===== src/rtl/baud_pkg.sv =====
package baud_pkg;
    typedef enum logic [1:0] {
        MODE_SYNC_INT = 2'b00,
        MODE_SYNC_EXT = 2'b01,
        MODE_ASYNC    = 2'b10,
        MODE_ASYNC_ALT = 2'b11
    } baud_mode_e;

    function automatic logic is_async(input logic [1:0] m);
        return m[1];
    endfunction
endpackage


===== src/rtl/baud_presc.sv =====
module baud_presc #(
    parameter int SEL_W = 2,
    parameter int STEP  = 2
) (
    input  logic             clk,
    input  logic             rst_n,
    input  logic             en,
    input  logic [SEL_W-1:0] sel,
    output logic             tick
);
    localparam int CW = STEP * ((1 << SEL_W) - 1);

    typedef struct packed {
        logic [CW-1:0] cnt;
    } st_t;

    st_t st_d, st_q;
    logic [CW:0]   lim_wide;
    logic [CW-1:0] lim;

    always_comb begin
        lim_wide = ((CW+1)'(1) << (32'(sel) * STEP)) - (CW+1)'(1);
        lim      = lim_wide[CW-1:0];
        tick     = en && (st_q.cnt == lim);
        st_d     = st_q;
        if (!en || tick) st_d.cnt = '0;
        else             st_d.cnt = st_q.cnt + CW'(1);
    end

    always_ff @(posedge clk or negedge rst_n) begin
        if (!rst_n) st_q <= '0;
        else        st_q <= st_d;
    end
endmodule


===== src/rtl/baud_count.sv =====
module baud_count #(
    parameter int DIV_W = 8
) (
    input  logic             clk,
    input  logic             rst_n,
    input  logic             en,
    input  logic             tick,
    input  logic [DIV_W-1:0] reload,
    output logic             done
);
    typedef struct packed {
        logic [DIV_W-1:0] cnt;
    } st_t;

    st_t st_d, st_q;

    always_comb begin
        done = en && tick && (st_q.cnt == '0);
        st_d = st_q;
        if (!en)                 st_d.cnt = reload;
        else if (done)           st_d.cnt = reload;
        else if (tick)           st_d.cnt = st_q.cnt - DIV_W'(1);
    end

    always_ff @(posedge clk or negedge rst_n) begin
        if (!rst_n) st_q <= '0;
        else        st_q <= st_d;
    end
endmodule


===== src/rtl/baud_post.sv =====
module baud_post
    import baud_pkg::*;
#(
    parameter int OVS  = 16,
    parameter int SYNC = 2
) (
    input  logic       clk,
    input  logic       rst_n,
    input  logic       en,
    input  logic [1:0] mode,
    input  logic       done,
    input  logic       ext_sclk,
    output logic       shift_en,
    output logic       sample_tick,
    output logic       sclk_out
);
    localparam int OW = $clog2(OVS);

    typedef struct packed {
        logic            sclk;
        logic [OW-1:0]   sub;
        logic [SYNC-1:0] sync;
        logic            prev;
        logic            shift;
        logic            samp;
    } st_t;

    st_t  st_d, st_q;
    logic ext_fall;

    always_comb begin
        st_d      = st_q;
        st_d.sync = {st_q.sync[SYNC-2:0], ext_sclk};
        st_d.prev = st_q.sync[SYNC-1];
        ext_fall  = st_q.prev && !st_q.sync[SYNC-1];
        st_d.shift = 1'b0;
        st_d.samp  = 1'b0;
        if (!en) begin
            st_d.sclk = 1'b1;
            st_d.sub  = '0;
        end else if (is_async(mode)) begin
            st_d.samp = done;
            if (done) begin
                st_d.sub   = st_q.sub + OW'(1);
                st_d.shift = (st_q.sub == OW'(OVS - 1));
            end
        end else if (mode == MODE_SYNC_INT) begin
            if (done) begin
                st_d.sclk  = !st_q.sclk;
                st_d.shift = st_q.sclk;
            end
        end else begin
            st_d.shift = ext_fall;
        end
    end

    always_ff @(posedge clk or negedge rst_n) begin
        if (!rst_n) begin
            st_q      <= '0;
            st_q.sclk <= 1'b1;
            st_q.sync <= '1;
            st_q.prev <= 1'b1;
        end else begin
            st_q <= st_d;
        end
    end

    assign shift_en    = st_q.shift;
    assign sample_tick = st_q.samp;
    assign sclk_out    = (mode == MODE_SYNC_INT) ? st_q.sclk : 1'b1;
endmodule


===== src/rtl/baud_gen.sv =====
module baud_gen #(
    parameter int DIV_W = 8,
    parameter int SEL_W = 2,
    parameter int STEP  = 2,
    parameter int OVS   = 16,
    parameter int SYNC  = 2
) (
    input  logic             clk,
    input  logic             rst_n,
    input  logic             div_wr,
    input  logic [DIV_W-1:0] div_wdata,
    input  logic [1:0]       mode,
    input  logic [SEL_W-1:0] presc_sel,
    input  logic             xfer_en,
    input  logic             ext_sclk,
    output logic             shift_en,
    output logic             sample_tick,
    output logic             sclk_out
);
    typedef struct packed {
        logic [DIV_W-1:0] div;
    } st_t;

    st_t  st_d, st_q;
    logic tick, done;

    always_comb begin
        st_d = st_q;
        if (div_wr) st_d.div = div_wdata;
    end

    always_ff @(posedge clk or negedge rst_n) begin
        if (!rst_n) st_q <= '0;
        else        st_q <= st_d;
    end

    baud_presc #(.SEL_W(SEL_W), .STEP(STEP)) u_presc (
        .clk(clk), .rst_n(rst_n), .en(xfer_en), .sel(presc_sel), .tick(tick)
    );

    baud_count #(.DIV_W(DIV_W)) u_count (
        .clk(clk), .rst_n(rst_n), .en(xfer_en), .tick(tick),
        .reload(st_q.div), .done(done)
    );

    baud_post #(.OVS(OVS), .SYNC(SYNC)) u_post (
        .clk(clk), .rst_n(rst_n), .en(xfer_en), .mode(mode), .done(done),
        .ext_sclk(ext_sclk), .shift_en(shift_en), .sample_tick(sample_tick),
        .sclk_out(sclk_out)
    );
endmodule


===== config.mk =====
export PLATFORM = sky130hd
export DESIGN_NAME = baud_gen
export DESIGN_NICKNAME = d
export VERILOG_FILES = /design/src/rtl/baud_pkg.sv /design/src/rtl/baud_presc.sv /design/src/rtl/baud_count.sv /design/src/rtl/baud_post.sv /design/src/rtl/baud_gen.sv
export SDC_FILE = /design/constraint.sdc
export NUM_CORES = 1
export LEC_CHECK = 0
export ABC_AREA = 1
export ABC_CLOCK_PERIOD_IN_PS = 2670
export BUFFER_PORTS_ARGS = -buffer_cell sky130_fd_sc_hd__buf_4
export CORE_MARGIN = 2
export CORE_UTILIZATION = 45
export CTS_CLUSTER_DIAMETER = 30
export DETAILED_ROUTE_END_ITERATION = 8
export PLACE_DENSITY_LB_ADDON = 0.15
export SLEW_MARGIN = 20
export SYNTH_ARGS = -nofsm -noshare
export SYNTH_HDL_FRONTEND = slang
export SYNTH_SLANG_ARGS = --single-unit
export TNS_END_PERCENT = 100

===== constraint.sdc =====
create_clock -name clk -period 2.67 [get_ports clk]
set_clock_uncertainty 0.2 [all_clocks]
set_input_delay 0.534 -clock clk [delete_from_list [all_inputs] [get_ports clk]]
set_output_delay 0.534 -clock clk [all_outputs]
set_load 0.02 [all_outputs]

Yosys cells after proc, flatten, opt, wreduce, memory -nomap -nowiden
Cells that the tools add are included.
{"block": "totals", "register_bits": 32, "input_bits": 17, "output_inout_bits": 3}
{"block": "op_classes", "n_addsub": 4, "n_eq_ne": 7, "shift": 1, "muxes": 17, "n_reduce_logical": 12}
{"cell": "$mux W8", "count": 3}
{"cell": "$mux W1", "count": 9}
{"cell": "$logic_not A8 Y1", "count": 1}
{"cell": "$mux W4", "count": 2}
{"cell": "$sub A8 B1 Y8 const B", "count": 1}
{"cell": "$add A6 B1 Y6 const B", "count": 1}
{"cell": "$eq A6 B6 Y1", "count": 1}
{"cell": "$mux W6", "count": 1}
{"cell": "$shl A1 B3 Y6 const A", "count": 1}
{"cell": "$sub A6 B2 Y6 const B", "count": 1}
{"cell": "$mux W5", "count": 1}
{"cell": "$add A4 B1 Y4 const B", "count": 1}
{"cell": "$eq A4 B4 Y1 const B", "count": 1}
{"cell": "$logic_and A1 B1 Y1", "count": 4}
{"cell": "$ne A2 B1 Y1 const B", "count": 2}
{"cell": "$ne A2 B2 Y1 const B", "count": 2}
{"cell": "$logic_not A1 Y1", "count": 3}
{"cell": "$ne A3 B1 Y1 const B", "count": 1}
{"cell": "$reduce_and A3 Y1", "count": 1}
{"cell": "$logic_not A2 Y1", "count": 1}
{"cell": "$mux W2", "count": 1}
{"cell": "$reduce_and A2 Y1", "count": 1}
{"cell": "$logic_or A1 B1 Y1", "count": 1}

Logic depth before layout (Yosys ltp)
{"block": "logic_depth", "depth_word": 10, "depth_mapped": 9, "ltp_nobuf": 9}

Cells and area by module
Synthesis repeated with hierarchy kept, for this count alone.
{"block": "unflattened", "hier_cells": 239, "hier_area_um2": 1805.5}
{"mod": "baud_count", "n_inst": 1, "cells_each": 110, "area_per_inst_um2": 689.4}
{"mod": "baud_post", "n_inst": 1, "cells_each": 46, "area_per_inst_um2": 435.4}
{"mod": "baud_presc", "n_inst": 1, "cells_each": 49, "area_per_inst_um2": 375.4}
{"mod": "baud_gen", "n_inst": 1, "cells_each": 34, "area_per_inst_um2": 305.3}

Worst setup path after synthesis
Ideal clock, no wire load.
{"block": "synth_timing", "path_kind": "in2out", "from": "input port mode[1]", "to": "output port sclk_out", "arrival_time_ns": 0.995, "t_required_ns": 1.936, "slack_ns": 0.941, "stages": 3, "path_cell_list": "nor2_1 inv_1 or2_2"}
{"block": "synth_between", "elab_chain_len": 2}
{"item": "from (decl)", "line": "baud_gen.sv:12", "text": "input logic [1:0] mode,"}
{"item": "$logic_not A2 Y1", "line": "baud_post.sv:70", "text": "assign sclk_out = (mode == MODE_SYNC_INT) ? st_q.sclk : 1'b1;"}
{"item": "$mux W1", "line": "baud_post.sv:70"}
{"item": "to (decl)", "line": "baud_gen.sv:18", "text": "output logic sclk_out"}
Every way passes these cells.

Worst setup path after layout
Same ends and word-level chain as after synthesis.

==> results.md <==
* CP endpoint kind: output pin
* Initial Utilization at 46.3%
* Worst Path Arrival at 1260 ps
* Final hold vios at 0
* Syn Std Cell Area at 1680 sq um
* Synth Area in Simple Gates at 32.7%
* Place WS at 687 ps
* DR iter-0 viols at 60
* I/O Pins at 20
* Crit. Startpoint: mode[1]
* Worst relative slew slack at 73.5%
* Crit-path slowest cell: or2_2
* Sequential area share after synthesis at 47.9%
* Clk_lat worst skew at 280 ps
* Hold Path Class: input port to flip-flop
* Routed length per instance at 10.5 um
* CTS tree: done
* Routing usage on met2 at 29.6%
* Post-synthesis adder-cell area fraction at 2.97%
* Mux contribution to synthesized area at 0%
* Vias per cell at 4.63
* Most common flop cell mapped by yosys: dfrtp_1
* Setup total negative slack at 0 ps
* CTS Sinks at 32
* Grt met1 use at 20.6%
* Gr ovfl total at 0
* HP Start: ext_sclk
* CP dominant cell by count: buf_4
* Cell taking the most area after synthesis: dfrtp_1
* LEAKAGE at 0.00106 uW
* DRC Markers at 0
* Pin count of the biggest net entering global routing at 33
* Area Growth Syn to Fin at 17.1%
* Ys Warns at 0
* Die Span X at 65.2 um
* Cts repair resizes at 0
* Global routing's busiest layer: met2
* Number of setup buffers added after CTS at 0
* Number of global-route vias before repair at 1246
* PwrDens at 581 nW/um^2
* ANT cells at 0
* Design Area, Final at 1970 sq um
* Status: complete, no violations
* Post-synth EDFFs at 0
* Fin. max-slew vios at 0
* Reg2reg setup slack at 890 ps
* Drt total wl at 3050 um
* Rows at 22
* Core footprint at 3630 sq um
* Net count, final at 263
* Total number of vias at 1347
* Fin crit share at 74.6%
* HPWL Detailed at 2130 um
* Largest family of logic cells by synthesized area: simple AND/OR/NAND/NOR gates
* Num CTS Buffers at 5
* Worst slew pin tran at 398 ps
* Post-synth cell types at 23
* RSZ-0062 raised after global routing: no
* Global placement routability congestion at 0.815
* Util after Layout at 54.2%
* Remaining antenna violation count at 0
* Placed inst area at 1870 sq um
* Post-synth net total at 238
* Root Buffer Master: clkbuf_8
* Synth top area cells: dfrtp_1 (42%), nand2_1 (15%), nand3_1 (8.3%), inv_1 (6.7%), dfstp_2 (6.2%)
* Critical Path RT at 1940 ps
* Synth Area in Compound Gates at 4.31%
* Pre-antenna DRT Iters at 6
* Maxcap violations at 0
* Avg Inst Size Synth at 7.76 sq um
* Min Tclk post-route at 1990 ps
* H-tree Lvls at 2
* Antenna violations before repair at 0
* Post-Synth XOR/XNOR Area at 3.64%
* Worst VDD drop at 0.348 mV
* Asr flop ratio synth at 100%
* Tot Pwr at 1150 uW
* Worst R2R Start: u_count.st_q[0]$_DFFE_PN0P_
* DIE AREA at 4250 sq um
* Hold Buf Count CTS at 1
* Clock transition at the registers of the reported paths at 60 ps
* Final worst slack at 679 ps
* Clock buffer depth at 2
* F_max at 502 MHz
* FF+latch count, synth at 32
* Worst-path cell chain: buf_4 -> nor2_1 -> inv_1 -> or2_2 -> buf_4
* GRT Total Usage at 17.4%
* Met3 GRT Util at 5.65%
* Vert. Die Dim at 65.2 um
* Post-Syn Instances at 217
* Most common library cell in the layout ignoring fill and taps: nand2_1
* Startpoint types: input port
* Most frequent cells in the layout: nand2_1 (67), inv_1 (30), nand3_1 (28), dfrtp_1 (28)
* Worst Path Max Fanout at 4
* PortBufs at 19
* Share of post-route cells with drive strength above 1 at 15.2%
* Post-synth top area share at 41.6%
* Final setup fails at 0
* Slowest cell delay on critical path at 280 ps
* First-pass GRT wire length at 5460 um
* Critical setup path kind: input port to output pin
## area by class of cell
| cell class | count | area [sq um] |
|---|---|---|
| Clock buffer | 8 | 90.1 |
| Fill cell | 351 | 1660 |
| Timing Repair Buffer | 22 | 168 |
| Multi-Input combinational cell | 151 | 734 |
| Inverter | 30 | 113 |
| Tap cell | 48 | 60.1 |
| Sequential cell | 32 | 806 |
## Yosys cell counts, types with 2 or more instances
library cell,number
o21ai_1,3
o21ai_0,10
dfstp_2,4
nor3_1,3
ha_1,4
inv_1,30
xor2_1,4
nand2_1,67
nand3_1,28
dfrtp_1,28
xnor2_1,3
nand2_2,2
nor2_1,21
## registers in the layout, indices dropped and copies added (netlist names)
| name | flops |
|---|---|
| u_count.st_q | 8 |
| u_presc.st_q | 6 |
| u_post.shift_en | 1 |
| u_post.st_d | 2 |
| st_q | 8 |
| u_post.st_q | 6 |
| u_post.sample_tick | 1 |
## critical path, delay by kind of cell
family,cells,cell delay [ps]
buf+inv,3,340
simple gates,2,380
## layer usage
metal / part of all wire [%] / wire, um
met1: 49 / 1480
met2: 46 / 1400
met5: 0 / 0
met4: 1.5 / 46
met3: 3.9 / 118
## per-stage QoR
stage / hold slack [ps] / cells
after floorplan: 38.4 / 217
after global placement: 146 / 282
after detailed placement: 147 / 282
after CTS: 144 / 291
after global routing: 140 / 291
final: 153 / 291
## final timing paths
kind,end,cells after the start
max,sclk_out,5
min,u_post.st_d[4]$_DFF_PN1_,1
max reg2reg,u_post.st_q[5]$_DFFE_PN0P_,9
min reg2reg,u_post.st_d[2]$_DFF_PN1_,0
max in group asynchronous,u_post.st_q[9]$_DFFE_PN1P_,2
min in group asynchronous,st_q[3]$_DFFE_PN0P_,2
## cell families (layout without fill, tap and decap cells)
logic type | count (synthesis) | count (layout)
simple gates | 126 | 126
buf+inv | 34 | 60
flops | 32 | 32
compound gates | 14 | 14
xor+xnor | 7 | 7
fa+ha+maj | 4 | 4
## where the power goes
| group | internal (uW) | total [uW] | leakage (uW) | switching (uW) |
|---|---|---|---|---|
| logic | 87.1 | 208 | 0.000615 | 121 |
| clock network | 210 | 374 | 0.0000455 | 165 |
| registers | 529 | 563 | 0.000401 | 33.8 |
Power figures use the tool's default switching activity.
